**src/rtl/scan_ctr_pkg.sv**
```systemverilog
package scan_ctr_pkg;

    typedef enum logic {
        PATH_FUNC  = 1'b0,
        PATH_SHIFT = 1'b1
    } cell_path_e;

    function automatic cell_path_e path_of(input logic shift_sel);
        return shift_sel ? PATH_SHIFT : PATH_FUNC;
    endfunction

endpackage

```
**src/rtl/scan_bit_cell.sv**
```systemverilog
module scan_bit_cell
    import scan_ctr_pkg::*;
(
    input  logic       clk,
    input  logic       rst,
    input  cell_path_e path,
    input  logic       d_func,
    input  logic       d_chain,
    output logic       q
);

    logic d_sel;

    always_comb begin
        unique case (path)
            PATH_SHIFT: d_sel = d_chain;
            default:    d_sel = d_func;
        endcase
    end

    always_ff @(posedge clk) begin
        if (rst) q <= 1'b0;
        else     q <= d_sel;
    end

endmodule

```
**src/rtl/ripple_incr.sv**
```systemverilog
module ripple_incr #(
    parameter int WIDTH = 32
) (
    input  logic [WIDTH-1:0] cur,
    input  logic             inc,
    output logic [WIDTH-1:0] nxt
);

    logic [WIDTH:0] carry;

    assign carry[0] = inc;

    for (genvar i = 0; i < WIDTH; i++) begin : g_bit
        assign nxt[i]     = cur[i] ^ carry[i];
        assign carry[i+1] = cur[i] & carry[i];
    end

endmodule

```
**src/rtl/scan_counter.sv**
```systemverilog
module scan_counter
    import scan_ctr_pkg::*;
#(
    parameter int WIDTH = 32
) (
    input  logic             clk,
    input  logic             rst,
    input  logic             test_mode,
    input  logic             count_en,
    input  logic             scan_in,
    output logic [WIDTH-1:0] count,
    output logic             scan_out
);

    localparam int TOP = WIDTH - 1;

    cell_path_e       path;
    logic [WIDTH-1:0] func_next;
    logic [WIDTH-1:0] chain_in;
    logic [WIDTH-1:0] state_q;

    assign path = path_of(test_mode);

    ripple_incr #(.WIDTH(WIDTH)) u_incr (
        .cur (state_q),
        .inc (count_en),
        .nxt (func_next)
    );

    assign chain_in[0] = scan_in;

    for (genvar i = 0; i < WIDTH; i++) begin : g_cell
        if (i > 0) begin : g_link
            assign chain_in[i] = state_q[i-1];
        end
        scan_bit_cell u_cell (
            .clk     (clk),
            .rst     (rst),
            .path    (path),
            .d_func  (func_next[i]),
            .d_chain (chain_in[i]),
            .q       (state_q[i])
        );
    end

    assign count    = state_q;
    assign scan_out = state_q[TOP];

    // synchronous clear regardless of mode
    a_r1_clear: assert property (@(posedge clk)
        rst |=> (count == '0));

    // functional increment with wrap
    a_r2_increment: assert property (@(posedge clk) disable iff (rst)
        (!test_mode && count_en) |=> (count == $past(count) + 1'b1));

    // functional hold ignores scan_in
    a_r3_hold: assert property (@(posedge clk) disable iff (rst)
        (!test_mode && !count_en) |=> $stable(count));

    // shift path independent of count_en
    a_r4_shift: assert property (@(posedge clk) disable iff (rst)
        test_mode |=> (count == {$past(count[TOP-1:0]), $past(scan_in)}));

endmodule

```
**config.mk**
```make
export PLATFORM = sky130hd
export DESIGN_NAME = scan_counter
export DESIGN_NICKNAME = d
export VERILOG_FILES = /design/src/rtl/scan_ctr_pkg.sv /design/src/rtl/scan_bit_cell.sv /design/src/rtl/ripple_incr.sv /design/src/rtl/scan_counter.sv
export SDC_FILE = /design/constraint.sdc
export NUM_CORES = 1
export LEC_CHECK = 0
export BUFFER_PORTS_ARGS = -buffer_cell sky130_fd_sc_hd__buf_2
export CAP_MARGIN = 20
export CORE_ASPECT_RATIO = 0.7
export CORE_MARGIN = 2
export CORE_UTILIZATION = 58
export DETAILED_ROUTE_END_ITERATION = 10
export PLACE_DENSITY = 0.83
export SETUP_SLACK_MARGIN = 0.1
export SKIP_LAST_GASP = 1
export SLEW_MARGIN = 20
export SYNTH_ARGS = -nofsm -noshare
export SYNTH_HDL_FRONTEND = slang
export SYNTH_SLANG_ARGS = --single-unit
```
**constraint.sdc**
```tcl
create_clock -name clk -period 15 [get_ports clk]
set_input_delay 3 -clock clk [delete_from_list [all_inputs] [get_ports clk]]
set_output_delay 3 -clock clk [all_outputs]
set_load 0.005 [all_outputs]
```
==> results of run 1 <==
-- worst max path at each step --
stage                  start             endpoint  slack [ps]  cells after the start
floorplan           count_en  g_cell[31].u_cell.q        5760                     33
global placement    count_en  g_cell[31].u_cell.q        5420                     34
detailed placement  count_en  g_cell[31].u_cell.q        5280                     34
CTS                 count_en  g_cell[31].u_cell.q        5520                     34
global route        count_en  g_cell[31].u_cell.q        5320                     34
finish              count_en  g_cell[31].u_cell.q        5570                     34
-- stage by stage --
| stage | power [mW] | utilization | cells | setup WS [ps] | hold WS (ps) |
|---|---|---|---|---|---|
| after floorplan | 0.0973 | - | 168 | 5760 | 492 |
| after global placement | 0.0965 | 0.596 | 202 | 5420 | 500 |
| after detailed placement | 0.0969 | 0.596 | 202 | 5280 | 511 |
| after CTS | 0.167 | 0.630 | 209 | 5520 | 526 |
| after global routing | 0.172 | 0.630 | 209 | 5320 | 571 |
| final | 0.164 | 0.630 | 209 | 5570 | 520 |
-- worst reg2reg max path: cells and delay by family (launching register included) --
kind | cells | cell delay [ps]
compound gates | 1 | 210
xor+xnor | 1 | 140
fa+ha+maj | 31 | 6180
flops | 1 | 330
-- power breakdown --
| group | total (mW) | internal [mW] | leakage, nW | switching, mW |
|---|---|---|---|---|
| logic | 0.00852 | 0.00375 | 0.788 | 0.00476 |
| clock network | 0.0692 | 0.0408 | 0.0503 | 0.0283 |
| registers | 0.0864 | 0.0858 | 0.258 | 0.000671 |
-- cell usage after synthesis, drive strengths merged --
cell type  number
buf            37
dfxtp          32
ha             31
mux2i          31
nor2           31
clkbuf          2
a211oi          1
inv             1
nor2b           1
xnor2           1
-- routing by layer --
layer | vias up | part of all wire | wire length (µm) | GRT usage
met5 | - | 0 | 0 | 0
li1 | 543 | - | - | -
met2 | 22 | 0.46 | 1200 | 0.287
met3 | 2 | 0.045 | 119 | 0.0562
met1 | 496 | 0.50 | 1300 | 0.195
met4 | 0 | 0.0030 | 8 | 0.0189
-- cells in the final DEF, fill, tap and decap left out, drive strengths merged --
cell     n
ha      31
xnor2    1
clkbuf   7
a211oi   1
buf     37
mux2i   31
nor2    31
nor2b    1
dfxtp   32
inv      1
-- cell type report --
cell class	instances	area (µm²)	area share
multi-input combinational	96	845	0.465
sequential	32	641	0.353
timing repair buffer	37	185	0.102
clock buffer	7	96.3	0.0531
tap	36	45.0	0.0248
inverter	1	3.75	0.00207
-- logic make-up after synthesis --
family / synth area share
compound gates: 0.00690
xor+xnor: 0.00483
fa+ha+maj: 0.214
buf+inv: 0.181
flops: 0.353
mux: 0.171
simple gates: 0.0690
==> out/summary.txt, run 1 <==
Max Clock Freq: 106 MHz
Synthesized Nets: 204
CP arrival: 9620 ps
Post-DP HPWL: 1.94 mm
Post-DRT Antenna Nets: 0
Clock transition at path regs: 60 ps
Mapped Cells: 168
Setup repair after global routing missed its margin: no
Reg-to-reg endpoint: g_cell[31].u_cell.q
Routed via count: 1,063
Worst path bufs/invs: 1
Yosys top cell by area: dfxtp_1
Synthesized area: 1810 µm²
R2r setup slk: 8080 ps
Core Area: 2880 µm²
Area delta synth->final: 0.138%
Hold worst-path end: g_cell[16].u_cell.q
CP required: 15,190 ps
Startpoint Class: input pin
Initial DRC Count: 50
Remaining DRCs: 0
Crit end category: flip-flop
Hold Crit Class: reg2reg
Layout cell share with drive strength beyond 1: 0.272
First-pass GRT wire length: 4.63 mm
Worst-Skew Late Latency: 270 ps
Standard-cell rows: 16
Worst Tran Pin Value: 932 ps
Htree depth: 2
Placer congestion estimate: 0.683
Top cells by area, synth: dfxtp_1, ha_1, mux2i_1
Placement Cell Area: 1720 µm²
# resized after CTS: 0
Setup Buffers After CTS: 0
Area of the die: 3600 µm²
CP most frequent cell: ha_1
Vias per inst: 5.09
Antenna cells: 0
Cell variety after synth: 13
Worst clock skew: 3.07 ps
Biggest register: g_cell.u_cell.q
Minimum clock period: 9430 ps
Slew margin rel.: 0.379
Critical path's slowest cell: ha_1
Synthesized area per cell: 10.8 µm²
TritonCTS clock tree: done
YS warnings: 0
Cell Pwr Density: 90.4 nW/µm²
Max-slew violation count: 0
Synth top area share: 0.353
Leakage: 1.10 nW
Drt pass-1 iters: 2
Die span in x: 70.8 µm
Crit path max fanout: 1
Vias in the first global route: 1,077
Flops & latches, synth: 32
Maxcap violations: 0
Max reg flops: 32
# fillers: 245
Hold Startpoint: g_cell[15].u_cell.q
Worst-case reg-to-reg path depth: 33
Largest net degree at the start of global routing: 34
Clk sinks: 32
DIE HEIGHT: 50.8 µm
VDD IR max: 0.0750 mV
Final setup TNS: 0 ps
CTS buffer count: 5
DR WL/cell: 12.6 µm
GR Overflow Total: 0
# IOs: 38
Hold Vio Cnt, Final: 0
Starting Density: 0.629
Final setup vio count: 0
FF-to-FF Start: g_cell[0].u_cell.q
CP top delay family: adder cells
Fin crit share: 0.628
Number of port buffers: 37
CP max stage delay: 210 ps
Final wirelength: 2.62 mm
CTS Root Cell: clkbuf_8
Status: complete, no violations
Design Area, Final: 1820 µm²
Nets: 209
Clock Path Buffers: 2
Regs by FF count: g_cell.u_cell.q: 32 flops
Total GRT Usage: 0.161
CP Class: in2reg
Register area share after synthesis: 0.353
CTS Hold Bufs: 0
Min-Delay Path Depth: 2
Initial antenna violation count: 0
Note: power is estimated with default switching activity, not from simulation.
==> inputs of run 2 (changes only) <==
ABC_AREA = 1   (was default)
CORE_UTILIZATION = 49   (was 58)
PLACE_DENSITY = 0.75   (was 0.83)
clock period = 8.5 ns   (was 15 ns; I/O delays follow)
==> run 2 against run 1 <==
Against the previous run: non-clock buffer count stayed put; via count up 15%; combinational power is 46% higher; total power grew 62%; largest power group unchanged; highest routed layer unchanged; first-iteration DRC count down 42%; clock skew rose by 1.6 ps; cell count is 23% higher; sequential share of layout area rose by 0.29 points; die area rose by 16%; largest cell class unchanged.
==> out/summary.txt, run 2 <==
Status: complete, no violations
Design Area, Final: 1800 µm² (-0.83%)
Commonest cells after routing, fill and taps aside: nand2_1, buf_2, dfxtp_1
Top cells by area, synth: dfxtp_1, ha_1, buf_4
Yosys top cell by area: dfxtp_1
Final setup TNS: 0 ps (unchanged)
Initial DRC Count: 29 (-42%)
# resized after CTS: 0 (unchanged)
CP top delay family: adder cells
Cell variety after synth: 13 (unchanged)
Post-DP HPWL: 1.87 mm (-3.9%)
Core Area: 3510 µm² (+22%)
Worst path bufs/invs: 1 (unchanged)
FFs w/ async S/R, synth: 0 (unchanged)
Setup Buffers After CTS: 0 (unchanged)
Min-Delay Path Depth: 2 (unchanged)
Placement Cell Area: 1730 µm² (+0.73%)
GR Overflow Total: 0 (unchanged)
Main synth FF type: dfxtp_1
TritonCTS clock tree: done
Most frequent cell after synthesis: nand2_1
Initial antenna violation count: 0 (unchanged)
Number of port buffers: 37 (unchanged)
Setup repair after global routing missed its margin: no
Biggest register: g_cell.u_cell.q
Clock transition at path regs: 60 ps (about the same)
First-pass GRT wire length: 4.64 mm (+0.15%)
DIE HEIGHT: 54.8 µm (+7.8%)
Number of flops mapped to enable cells by yosys: 0 (unchanged)
Synth top area share: 0.355 (+0.00196)
Worst clock skew: 4.71 ps (+1.64 ps)
Worst Tran Pin Value: 619 ps (-313 ps)
Maxcap violations: 0 (unchanged)
Hold Startpoint: g_cell[19].u_cell.q
Total GRT Usage: 0.147 (-0.0146)
# fillers: 345 (+41%)
Leakage: 0.936 nW (-15%)
Final setup vio count: 0 (unchanged)
Largest net degree at the start of global routing: 34 (unchanged)
YS warnings: 0 (unchanged)
Mapped Cells: 207 (+23%)
Fin crit share: 0.939
Slew margin rel.: 0.587 (+0.209)
Critical path depth: 34 (unchanged)
Vias per inst: 4.74 (-6.7%)
Placer congestion estimate: 0.759 (+11%)
Max reg flops: 32 (unchanged)
Synthesized area per cell: 8.71 µm² (-19%)
Remaining DRCs: 0 (unchanged)
Htree depth: 2 (unchanged)
# IOs: 38 (unchanged)
Routed via count: 1,224 (+15%)
Register Area: 641 µm² (unchanged)
Register area share after synthesis: 0.355 (+0.00196)
Synthesized area: 1800 µm² (-0.55%)
Worst-Skew Late Latency: 280 ps (about the same)
FF-to-FF Start: g_cell[0].u_cell.q
Antenna cells: 0 (unchanged)
CTS buffer count: 5 (unchanged)
Starting Density: 0.513 (-0.116)
Minimum clock period: 7980 ps
Crit. Startpoint: count_en
Max-slew violation count: 0 (unchanged)
Hold Crit Class: reg2reg
Worst-case reg-to-reg path depth: 33 (unchanged)
Post-DRT Antenna Nets: 0 (unchanged)
Nets: 246 (+18%)
Crit end category: flip-flop
CTS Hold Bufs: 0 (unchanged)
Hold Vio Cnt, Final: 0 (unchanged)
CP max stage delay: 280 ps (+70 ps)
CP required: 8640 ps (-6550 ps)
Standard-cell rows: 18 (+2)
Most frequent cells after synthesis: nand2_1, buf_4, dfxtp_1, ha_1, a21oi_1
Die span in x: 76.5 µm (+8.0%)
CP arrival: 8120 ps (-1500 ps)
Regs by FF count: g_cell.u_cell.q: 32 flops
Synthesized Nets: 243 (+19%)
Cell Pwr Density: 148 nW/µm² (+64%)
CP most frequent cell: ha_1
Vias in the first global route: 1,063 (-1.3%)
Most common cell after layout, fill and taps aside: nand2_1
Area of the die: 4190 µm² (+16%)
CTS Root Cell: clkbuf_8
Clk sinks: 32 (unchanged)
CP Class: in2reg
Area of the multi-input gates: 828 µm² (-1.9%)
Layout cell share with drive strength beyond 1: 0.250 (-0.0217)
Critical path's slowest cell: ha_1
Drt pass-1 iters: 4 (+2)
VDD IR max: 0.0745 mV (-0.64%)
DR WL/cell: 10.6 µm (-15%)
Crit path max fanout: 1 (unchanged)
Final wirelength: 2.74 mm (+4.3%)
Area delta synth->final: -0.139%
Flops & latches, synth: 32 (unchanged)
Max Clock Freq: 125 MHz
Clock Path Buffers: 2 (unchanged)
Startpoint Class: input pin
[run 2: changes by cell type after synthesis, moves of 3 or more]
cell     delta
nand2_1    +61
inv_1       +3
a21oi_1    +26
buf_6       +5
buf_12      -3
nand2_2     +4
a21oi_2     +5
nor2_1     -29
mux2i_1    -31
[run 2: cell families (layout without fill, tap and decap cells)]
| group | count (synthesis) | in the layout | share of synthesized area |
|---|---|---|---|
| compound gates | 31 | 31 | 0.0965 |
| fa+ha+maj | 31 | 31 | 0.215 |
| flops | 32 | 32 | 0.355 |
| buf+inv | 45 | 46 | 0.185 |
| simple gates | 68 | 68 | 0.148 |
[run 2: metal layers]
metal	GRT usage	wire length [µm]
met4	0.0818	42
met5	0	0
met3	0.0528	142
met2	0.236	1220
met1	0.176	1340
[run 2: report_power, final]
part	internal, mW	total, mW	switching, mW
Combinational	0.00339	0.0124	0.00904
Clock	0.0526	0.102	0.0493
Sequential	0.151	0.152	0.000844
Total	0.207	0.266	0.0591
[run 2: metrics by stage]
stage	cells	setup slack [ps]	power, mW	hold WS [ps]	util
3_3_place_gp	253	295	0.168	472	0.493
6_report	258	517	0.266	480	0.512
2_1_floorplan	207	645	0.168	453	-
5_1_grt	258	213	0.278	501	0.512
3_5_place_dp	253	224	0.168	473	0.493
4_1_cts	258	493	0.271	484	0.512
[run 2: worst min-delay path, cell delays in order, from the launching register on]
cell and delay [ps]:
dfxtp_1 320, nand2_1 60, a21oi_1 50
[run 2: path summary, 6_finish.rpt]
| check | endpoint | slack, ps |
|---|---|---|
| setup reg to reg | g_cell[30].u_cell.q | 1720 |
| setup / recovery | g_cell[30].u_cell.q | 520 |
| hold / removal | g_cell[20].u_cell.q | 480 |
| hold reg to reg | g_cell[20].u_cell.q | 480 |
[run 2: final cells by class]
cell class              count  share of cell area
clock buffers               5              0.0382
inverters                   4             0.00834
well taps                  50              0.0347
multi-input cells         130               0.460
flip-flops and latches     32               0.356
repair buffers             37               0.103
==> inputs of run 3 (changes only) <==
ABC_AREA = default   (was 1)
==> run 3 against run 2 <==
Against the previous run: sequential power is essentially flat; combinational power is 22% higher; total power grew 6.2%; wire length fell by 4.1%; setup slack got worse by 130 ps; via count shrank 14%; highest routed layer unchanged.
==> out/summary.txt, run 3 (same netlist as run 1, synthesis figures left out) <==
CP Class: in2reg
Regs by FF count: g_cell.u_cell.q: 32 flops
Crit end category: flip-flop
Die span in x: 76.7 µm (+0.26%)
GR Overflow Total: 0 (unchanged)
Most common cell after layout, fill and taps aside: buf_2
CTS Hold Bufs: 0 (unchanged)
# IOs: 38 (unchanged)
Htree depth: 2 (unchanged)
DIE HEIGHT: 54.9 µm (+0.26%)
Post-DP HPWL: 1.97 mm (+5.6%)
VDD IR max: 0.0727 mV (-2.4%)
Hold Vio Cnt, Final: 0 (unchanged)
Max-slew violation count: 0 (unchanged)
Core Area: 3540 µm² (+0.64%)
Standard-cell rows: 18 (unchanged)
Max Clock Freq: 123 MHz (-1.7%)
Setup Buffers After CTS: 0 (unchanged)
# resized after CTS: 0 (unchanged)
First-pass GRT wire length: 4.38 mm (-5.5%)
Clock share of power: 0.408 (+0.026)
Nets: 209 (-15%)
Final setup TNS: 0 ps (unchanged)
Hold Crit Class: reg2reg
Switch share: 0.208 (-0.0139)
Combinational Power Share: 0.053 (+0.006)
Number of port buffers: 37 (unchanged)
CP required: 8690 ps (+50 ps)
Final Core Density: 0.517 (+0.00417)
Reg power frac: 0.539 (-0.032)
CTS Root Cell: clkbuf_8
Clock transition at path regs: 60 ps (about the same)
Int Pwr: 224 µW (+8.1%)
Layout cell share with drive strength beyond 1: 0.264 (+0.0144)
CP max stage delay: 210 ps (-70 ps)
Worst-Skew Late Latency: 270 ps (about the same)
Crit path max fanout: 1 (unchanged)
Total GRT Usage: 0.137 (-0.00918)
TritonCTS clock tree: done
Total chip power: 283 µW (+6.2%)
Remaining DRCs: 0 (unchanged)
Placer congestion estimate: 0.702 (-7.5%)
Clk sinks: 32 (unchanged)
CTS buffer count: 5 (unchanged)
Startpoint Class: input pin
Drt pass-1 iters: 3 (-1)
Post-DRT Antenna Nets: 0 (unchanged)
Leakage: 1.09 nW (+17%)
Initial DRC Count: 25 (-14%)
Area delta synth->final: 0.759%
Max reg flops: 32 (unchanged)
Routed via count: 1,056 (-14%)
Cell Pwr Density: 155 nW/µm² (+4.7%)
Status: complete, no violations
Clock Path Buffers: 2 (unchanged)
Largest net degree at the start of global routing: 34 (unchanged)
Worst clock skew: 5.94 ps (+1.24 ps)
Biggest register: g_cell.u_cell.q
Vias per inst: 4.71 (-0.63%)
Maxcap violations: 0 (unchanged)
Critical path's slowest cell: ha_1
Area of the die: 4210 µm² (+0.52%)
CP most frequent cell: ha_1
DR WL/cell: 11.7 µm (+10%)
Minimum clock period: 8120 ps (+134 ps)
CP arrival: 8310 ps (+190 ps)
Slew margin rel.: 0.382 (-0.205)
Switch Pwr: 58.9 µW (-0.46%)
Vias in the first global route: 1,034 (-2.7%)
Antenna cells: 0 (unchanged)
Starting Density: 0.513 (about the same)
Final setup vio count: 0 (unchanged)
Final wirelength: 2.63 mm (-4.1%)
Fin crit share: 0.955 (+0.0158)
Worst Tran Pin Value: 927 ps (+307 ps)
Setup repair after global routing missed its margin: no
Commonest cells after routing, fill and taps aside: buf_2, dfxtp_1, mux2i_1, nor2_1, ha_1
Initial antenna violation count: 0 (unchanged)
## run 3: cell count changes in the layout (fill, tap and decap cells not counted)
cell / previous run / this run
clkbuf_1: 0 / 2
nand2_1: 61 / 0
nor2_1: 2 / 31
a211oi_2: 0 / 1
inv_1: 3 / 0
xnor2_1: 0 / 1
a21oi_1: 26 / 0
nand3_1: 1 / 0
nand2_2: 4 / 0
mux2i_1: 0 / 31
nor2b_2: 0 / 1
clkbuf_8: 5 / 6
a21oi_2: 5 / 0
## run 3: critical path, delay by kind of cell
kind | cells | cell delay, ps
fa+ha+maj | 31 | 6170
compound gates | 1 | 200
xor+xnor | 1 | 130
buf+inv | 1 | 100
## run 3: routing by layer
metal	GRT usage	up-vias	part of all wire
met5	0	-	0
met4	0.0727	0	0.0091
met3	0.0471	4	0.049
met2	0.259	21	0.50
met1	0.142	489	0.44
li1	-	542	-
## run 3: metrics by stage
step | setup WS (ps) | cell area [µm²] | hold WS (ps) | instances
after floorplan | 559 | 1810 | 492 | 168
after global placement | 209 | 1740 | 496 | 216
after detailed placement | 64.5 | 1740 | 508 | 216
after CTS | 343 | 1830 | 524 | 224
after global routing | 135 | 1830 | 557 | 224
final | 383 | 1830 | 516 | 224
## run 3: final cells by class
type	instances	area [µm²]
timing repair buffer	37	185
inverter	1	3.75
tap	50	62.6
clock buffer	8	90.1
sequential	32	641
fill	343	1710
multi-input combinational	96	845
## run 3: power by group through the flow
| stage | logic, mW | clock network (mW) | registers [mW] |
|---|---|---|---|
| 2_1_floorplan | 0.0161 | 0 | 0.156 |
| 3_3_place_gp | 0.0145 | 0 | 0.156 |
| 3_5_place_dp | 0.0153 | 0 | 0.156 |
| 4_1_cts | 0.0153 | 0.120 | 0.152 |
| 5_1_grt | 0.0164 | 0.129 | 0.152 |
| 6_report | 0.0151 | 0.115 | 0.152 |
## run 3: final timing paths
kind,slack (ps),from,to,cells past startpoint
min reg2reg,520,g_cell[6].u_cell.q,g_cell[7].u_cell.q,2
max,380,count_en,g_cell[31].u_cell.q,34
min,520,g_cell[6].u_cell.q,g_cell[7].u_cell.q,2
max reg2reg,1600,g_cell[0].u_cell.q,g_cell[31].u_cell.q,33
